--- src/rtl/uart_addr_filter_pkg.sv ---
package uart_addr_filter_pkg;
  typedef enum logic [1:0] {
    FR_DATA      = 2'd0,
    FR_ADDR_HIT  = 2'd1,
    FR_ADDR_MISS = 2'd2,
    FR_BLOCKED   = 2'd3
  } frame_class_t;
endpackage

--- src/rtl/uaf_addr_match.sv ---
module uaf_addr_match #(
  parameter int W = 8
) (
  input  logic [W-1:0] data,
  input  logic [W-1:0] own,
  input  logic [W-1:0] mask,
  output logic         hit_given,
  output logic         hit_bcast
);
  logic [W-1:0] given_ok;
  logic [W-1:0] bcast_ok;

  for (genvar i = 0; i < W; i++) begin : g_bit
    // compared bit must equal own address bit; unmasked bit is free
    assign given_ok[i] = ~mask[i] | (data[i] == own[i]);
    // broadcast bit must be 1 unless both own and mask are 0
    assign bcast_ok[i] = data[i] | ~(own[i] | mask[i]);
  end

  assign hit_given = &given_ok;
  assign hit_bcast = &bcast_ok;
endmodule

--- src/rtl/uaf_accept.sv ---
module uaf_accept
  import uart_addr_filter_pkg::*;
(
  input  logic         nine_bit_mode,
  input  logic         mp_filter_en,
  input  logic         flag_now,
  input  logic         bit9,
  input  logic         stop,
  input  logic         hit_given,
  input  logic         hit_bcast,
  output logic         ninth,
  output frame_class_t cls,
  output logic         accept
);
  always_comb begin
    ninth = nine_bit_mode ? bit9 : stop;
    if (!mp_filter_en)                cls = FR_DATA;
    else if (!ninth)                  cls = FR_BLOCKED;
    else if (!nine_bit_mode)          cls = FR_DATA;
    else if (hit_given || hit_bcast)  cls = FR_ADDR_HIT;
    else                              cls = FR_ADDR_MISS;
    accept = !flag_now && (cls == FR_DATA || cls == FR_ADDR_HIT);
  end
endmodule

--- src/rtl/uaf_status.sv ---
module uaf_status #(
  parameter int W = 8
) (
  input  logic         clk,
  input  logic         rst_n,
  input  logic         fire,
  input  logic         accept,
  input  logic         bad_stop,
  input  logic [W-1:0] data,
  input  logic         ninth,
  input  logic         rx_flag_clr,
  input  logic         ferr_clr,
  output logic         ready,
  output logic         buf_load,
  output logic [W-1:0] rx_buf,
  output logic         rx_flag,
  output logic         rx_bit8,
  output logic         frame_err
);
  logic take;
  assign take = fire & accept;

  always_ff @(posedge clk) begin
    if (!rst_n) begin
      ready     <= 1'b0;
      buf_load  <= 1'b0;
      rx_buf    <= '0;
      rx_flag   <= 1'b0;
      rx_bit8   <= 1'b0;
      frame_err <= 1'b0;
    end else begin
      ready    <= 1'b1;
      buf_load <= take;
      if (take) begin
        rx_buf  <= data;
        rx_bit8 <= ninth;
      end
      if (take)             rx_flag <= 1'b1;
      else if (rx_flag_clr) rx_flag <= 1'b0;
      if (fire && bad_stop) frame_err <= 1'b1;
      else if (ferr_clr)    frame_err <= 1'b0;
    end
  end
endmodule

--- src/rtl/uart_addr_filter.sv ---
module uart_addr_filter
  import uart_addr_filter_pkg::*;
#(
  parameter int DATA_W = 8
) (
  input  logic              clk,
  input  logic              rst_n,
  input  logic              frm_valid,
  output logic              frm_ready,
  input  logic [DATA_W-1:0] frm_data,
  input  logic              frm_bit9,
  input  logic              frm_stop,
  input  logic              nine_bit_mode,
  input  logic              mp_filter_en,
  input  logic [DATA_W-1:0] own_addr,
  input  logic [DATA_W-1:0] addr_mask,
  input  logic              rx_flag_clr,
  input  logic              ferr_clr,
  output logic              buf_load,
  output logic [DATA_W-1:0] rx_buf,
  output logic              rx_flag,
  output logic              rx_bit8,
  output logic              frame_err
);
  logic         hit_given, hit_bcast, ninth, accept, fire;
  frame_class_t cls;

  assign fire = frm_valid & frm_ready;

  uaf_addr_match #(.W(DATA_W)) u_match (
    .data(frm_data), .own(own_addr), .mask(addr_mask),
    .hit_given(hit_given), .hit_bcast(hit_bcast)
  );

  uaf_accept u_accept (
    .nine_bit_mode(nine_bit_mode), .mp_filter_en(mp_filter_en),
    .flag_now(rx_flag), .bit9(frm_bit9), .stop(frm_stop),
    .hit_given(hit_given), .hit_bcast(hit_bcast),
    .ninth(ninth), .cls(cls), .accept(accept)
  );

  uaf_status #(.W(DATA_W)) u_status (
    .clk(clk), .rst_n(rst_n), .fire(fire), .accept(accept),
    .bad_stop(~frm_stop), .data(frm_data), .ninth(ninth),
    .rx_flag_clr(rx_flag_clr), .ferr_clr(ferr_clr),
    .ready(frm_ready), .buf_load(buf_load), .rx_buf(rx_buf),
    .rx_flag(rx_flag), .rx_bit8(rx_bit8), .frame_err(frame_err)
  );
endmodule

--- config.mk ---
export PLATFORM = sky130hd
export DESIGN_NAME = uart_addr_filter
export DESIGN_NICKNAME = d
export VERILOG_FILES = /design/src/rtl/uart_addr_filter_pkg.sv /design/src/rtl/uaf_addr_match.sv /design/src/rtl/uaf_accept.sv /design/src/rtl/uaf_status.sv /design/src/rtl/uart_addr_filter.sv
export SDC_FILE = /design/constraint.sdc
export NUM_CORES = 1
export LEC_CHECK = 0
export BUFFER_PORTS_ARGS = -buffer_cell sky130_fd_sc_hd__buf_2
export CAP_MARGIN = 20
export CORE_MARGIN = 2
export CORE_UTILIZATION = 25
export DETAILED_ROUTE_END_ITERATION = 12
export GPL_ROUTABILITY_DRIVEN = 1
export PLACE_DENSITY = 0.5
export REMOVE_ABC_BUFFERS = 1
export SYNTH_ARGS = -nofsm -noshare
export SYNTH_HDL_FRONTEND = slang
export SYNTH_HIERARCHICAL = 1
export SYNTH_SLANG_ARGS = --single-unit
export TNS_END_PERCENT = 50
--- constraint.sdc ---
create_clock -name clk -period 2.2 [get_ports clk]
set_input_delay 0.22 -clock clk [delete_from_list [all_inputs] [get_ports clk]]
set_output_delay 0.22 -clock clk [all_outputs]
set_load 0.02 [all_outputs]
==> flow_summary.json <==
{
  "fin_skew_ps": 5.36,
  "tritoncts_num_sinks": 13,
  "cts_resized": 0,
  "final_common_cell": "sky130_fd_sc_hd__buf_2",
  "std_cell_rows": 19,
  "fill_cells": 297,
  "drt-wirelength-per-cell_um": 12.5,
  "grt_remaining_overflow": 0,
  "vias_per_cell": 4.73,
  "gp_congestion": 0.812,
  "worstSetupEndpointType": "register",
  "finalNetCount": 164,
  "timing.final.ws_setup_ps": 653,
  "period_needed_ps": 1550,
  "drc": 0,
  "syn-instance-count": 84,
  "worst_pin_slew_ps": 367,
  "setup_viol": 0,
  "antenna_violating_nets_post_route": 0,
  "clock_path_buffers": 2,
  "multi_input_area_um2": 397,
  "grt_start_max_net_pins": 23,
  "grt_use_total_pct": 13.2,
  "totalNegativeSetupSlack_ps": 0,
  "first_pass_iters": 4,
  "power_density_nw_per_um2": 541,
  "post_route_cells_drive_above_1_share_pct": 40.0,
  "total_of_warnings_raised_by_yosys": 6,
  "post_cts_hold_buffer_count": 0,
  "synthesis.area_um2": 692,
  "dr.first_iter.drc_count": 15,
  "max_clock_freq_mhz": 646,
  "layout_common_cells": "sky130_fd_sc_hd__buf_2, sky130_fd_sc_hd__dfxtp_1, sky130_fd_sc_hd__nand2_1",
  "leakagePower_nw": 0.469,
  "wire_length_of_the_first_global_routing_pass_um": 3370,
  "maximum_capacitance_violations": 0,
  "syn2layout_area_growth_pct": 39.8,
  "port_buffers": 45,
  "height_of_the_die_um": 56.6,
  "max_slew_margin_pct": 75.5,
  "die_x_um": 56.6,
  "unrepaired_setup_endpoints_after_global_routing": "false",
  "start_kind": "input pin",
  "antenna_found_initial": 0,
  "report.final.slew_viol_count": 0,
  "grt_pass1_vias": 782,
  "crit_fanout": 10,
  "synthesis.area_per_instance_um2": 8.24,
  "worstPathRequired_ps": 2350,
  "die_area_um2": 3200,
  "final_cell_count_no_fill": 161,
  "path_class": "input pin to register",
  "status": "finished clean",
  "top_level_port_count": 46,
  "peakVddDrop_mv": 0.409,
  "placed_cells": 157,
  "post_cts_setup_buffers": 0,
  "worst_hold_path_type": "input pin to register",
  "cts.htree.levels": 1,
  "place.detailed.hpwl_um": 1610,
  "vias": 762,
  "start_util_pct": 25.8,
  "antennaDiodeCount": 0,
  "clk-insertion-delay-late_ps": 270,
  "min_period_over_period_pct": 70.3,
  "arrival_ps": 1700,
  "cts_tree": "built",
  "clk_root_buffer_cell": "sky130_fd_sc_hd__clkbuf_4",
  "preCtsSetupSlack_ps": 380,
  "cts.reportedPaths.clkPinSlew_ps": 90,
  "post-layout-total-power_uw": 524,
  "fp.coreArea_um2": 2690,
  "hold_viol_final": 0,
  "layout.area.seq_um2": 260,
  "drt-total-wl_um": 2010,
  "numCtsBuffers": 3
}
[final timing paths]
kind / cells after the start / endpoint / start / slack (ps)
worst max-delay path: 8 / u_status/rx_buf[5] / frm_data[3] / 650
worst min-delay path: 3 / u_status/frame_err / ferr_clr / 210
worst max register to register: 4 / u_status/rx_buf[5] / u_status/ready / 970
worst min register to register: 2 / u_status/rx_buf[7] / u_status/rx_buf[7] / 460
[metal layers]
metal,part of all wire [%],vias to the layer above,global-route usage [%]
met2,47,21,20.4
met3,6.3,2,2.53
met4,0.60,0,6.46
met1,46,344,17.5
li1,-,395,-
met5,0,-,0
[power by group]
group | total (mW) | internal, mW | switching [mW] | leakage [nW]
Sequential | 0.250 | 0.245 | 0.00472 | 0.106
Combinational | 0.126 | 0.0557 | 0.0707 | 0.345
Clock | 0.147 | 0.0673 | 0.0798 | 0.0177
Total | 0.524 | 0.368 | 0.155 | 0.469
[per-stage QoR]
step                hold slack, ps  area (µm²)  utilization (%)
detailed placement             443         940             35.0
global route                   211         967             36.0
global placement               443         940             35.0
finish                         213         967             36.0
floorplan                      248         661                -
CTS                            202         967             36.0
[sequential cells by signal, indices dropped and copies added, names as in the netlist]
signal	flops
u_status/buf_load	1
u_status/frame_err	1
u_status/ready	1
u_status/rx_bit8	1
u_status/rx_buf	8
u_status/rx_flag	1
[final cells by class]
type | instances | share of cell area, %
repair buffers | 47 | 24.8
clock buffers | 3 | 2.33
flip-flops and latches | 13 | 26.9
well taps | 31 | 4.01
inverters | 1 | 0.388
multi-input cells | 65 | 41.0
clock inverters | 1 | 0.517
[critical path, stage by stage]
cell and delay, ps:
sky130_fd_sc_hd__buf_2 120, sky130_fd_sc_hd__xor2_1 140, sky130_fd_sc_hd__a22oi_1 210, sky130_fd_sc_hd__and4_1 210
sky130_fd_sc_hd__o211ai_1 80, sky130_fd_sc_hd__a31oi_1 210, sky130_fd_sc_hd__and2_1 380, sky130_fd_sc_hd__o21ai_1 130
(Power assumes the default switching activity.)
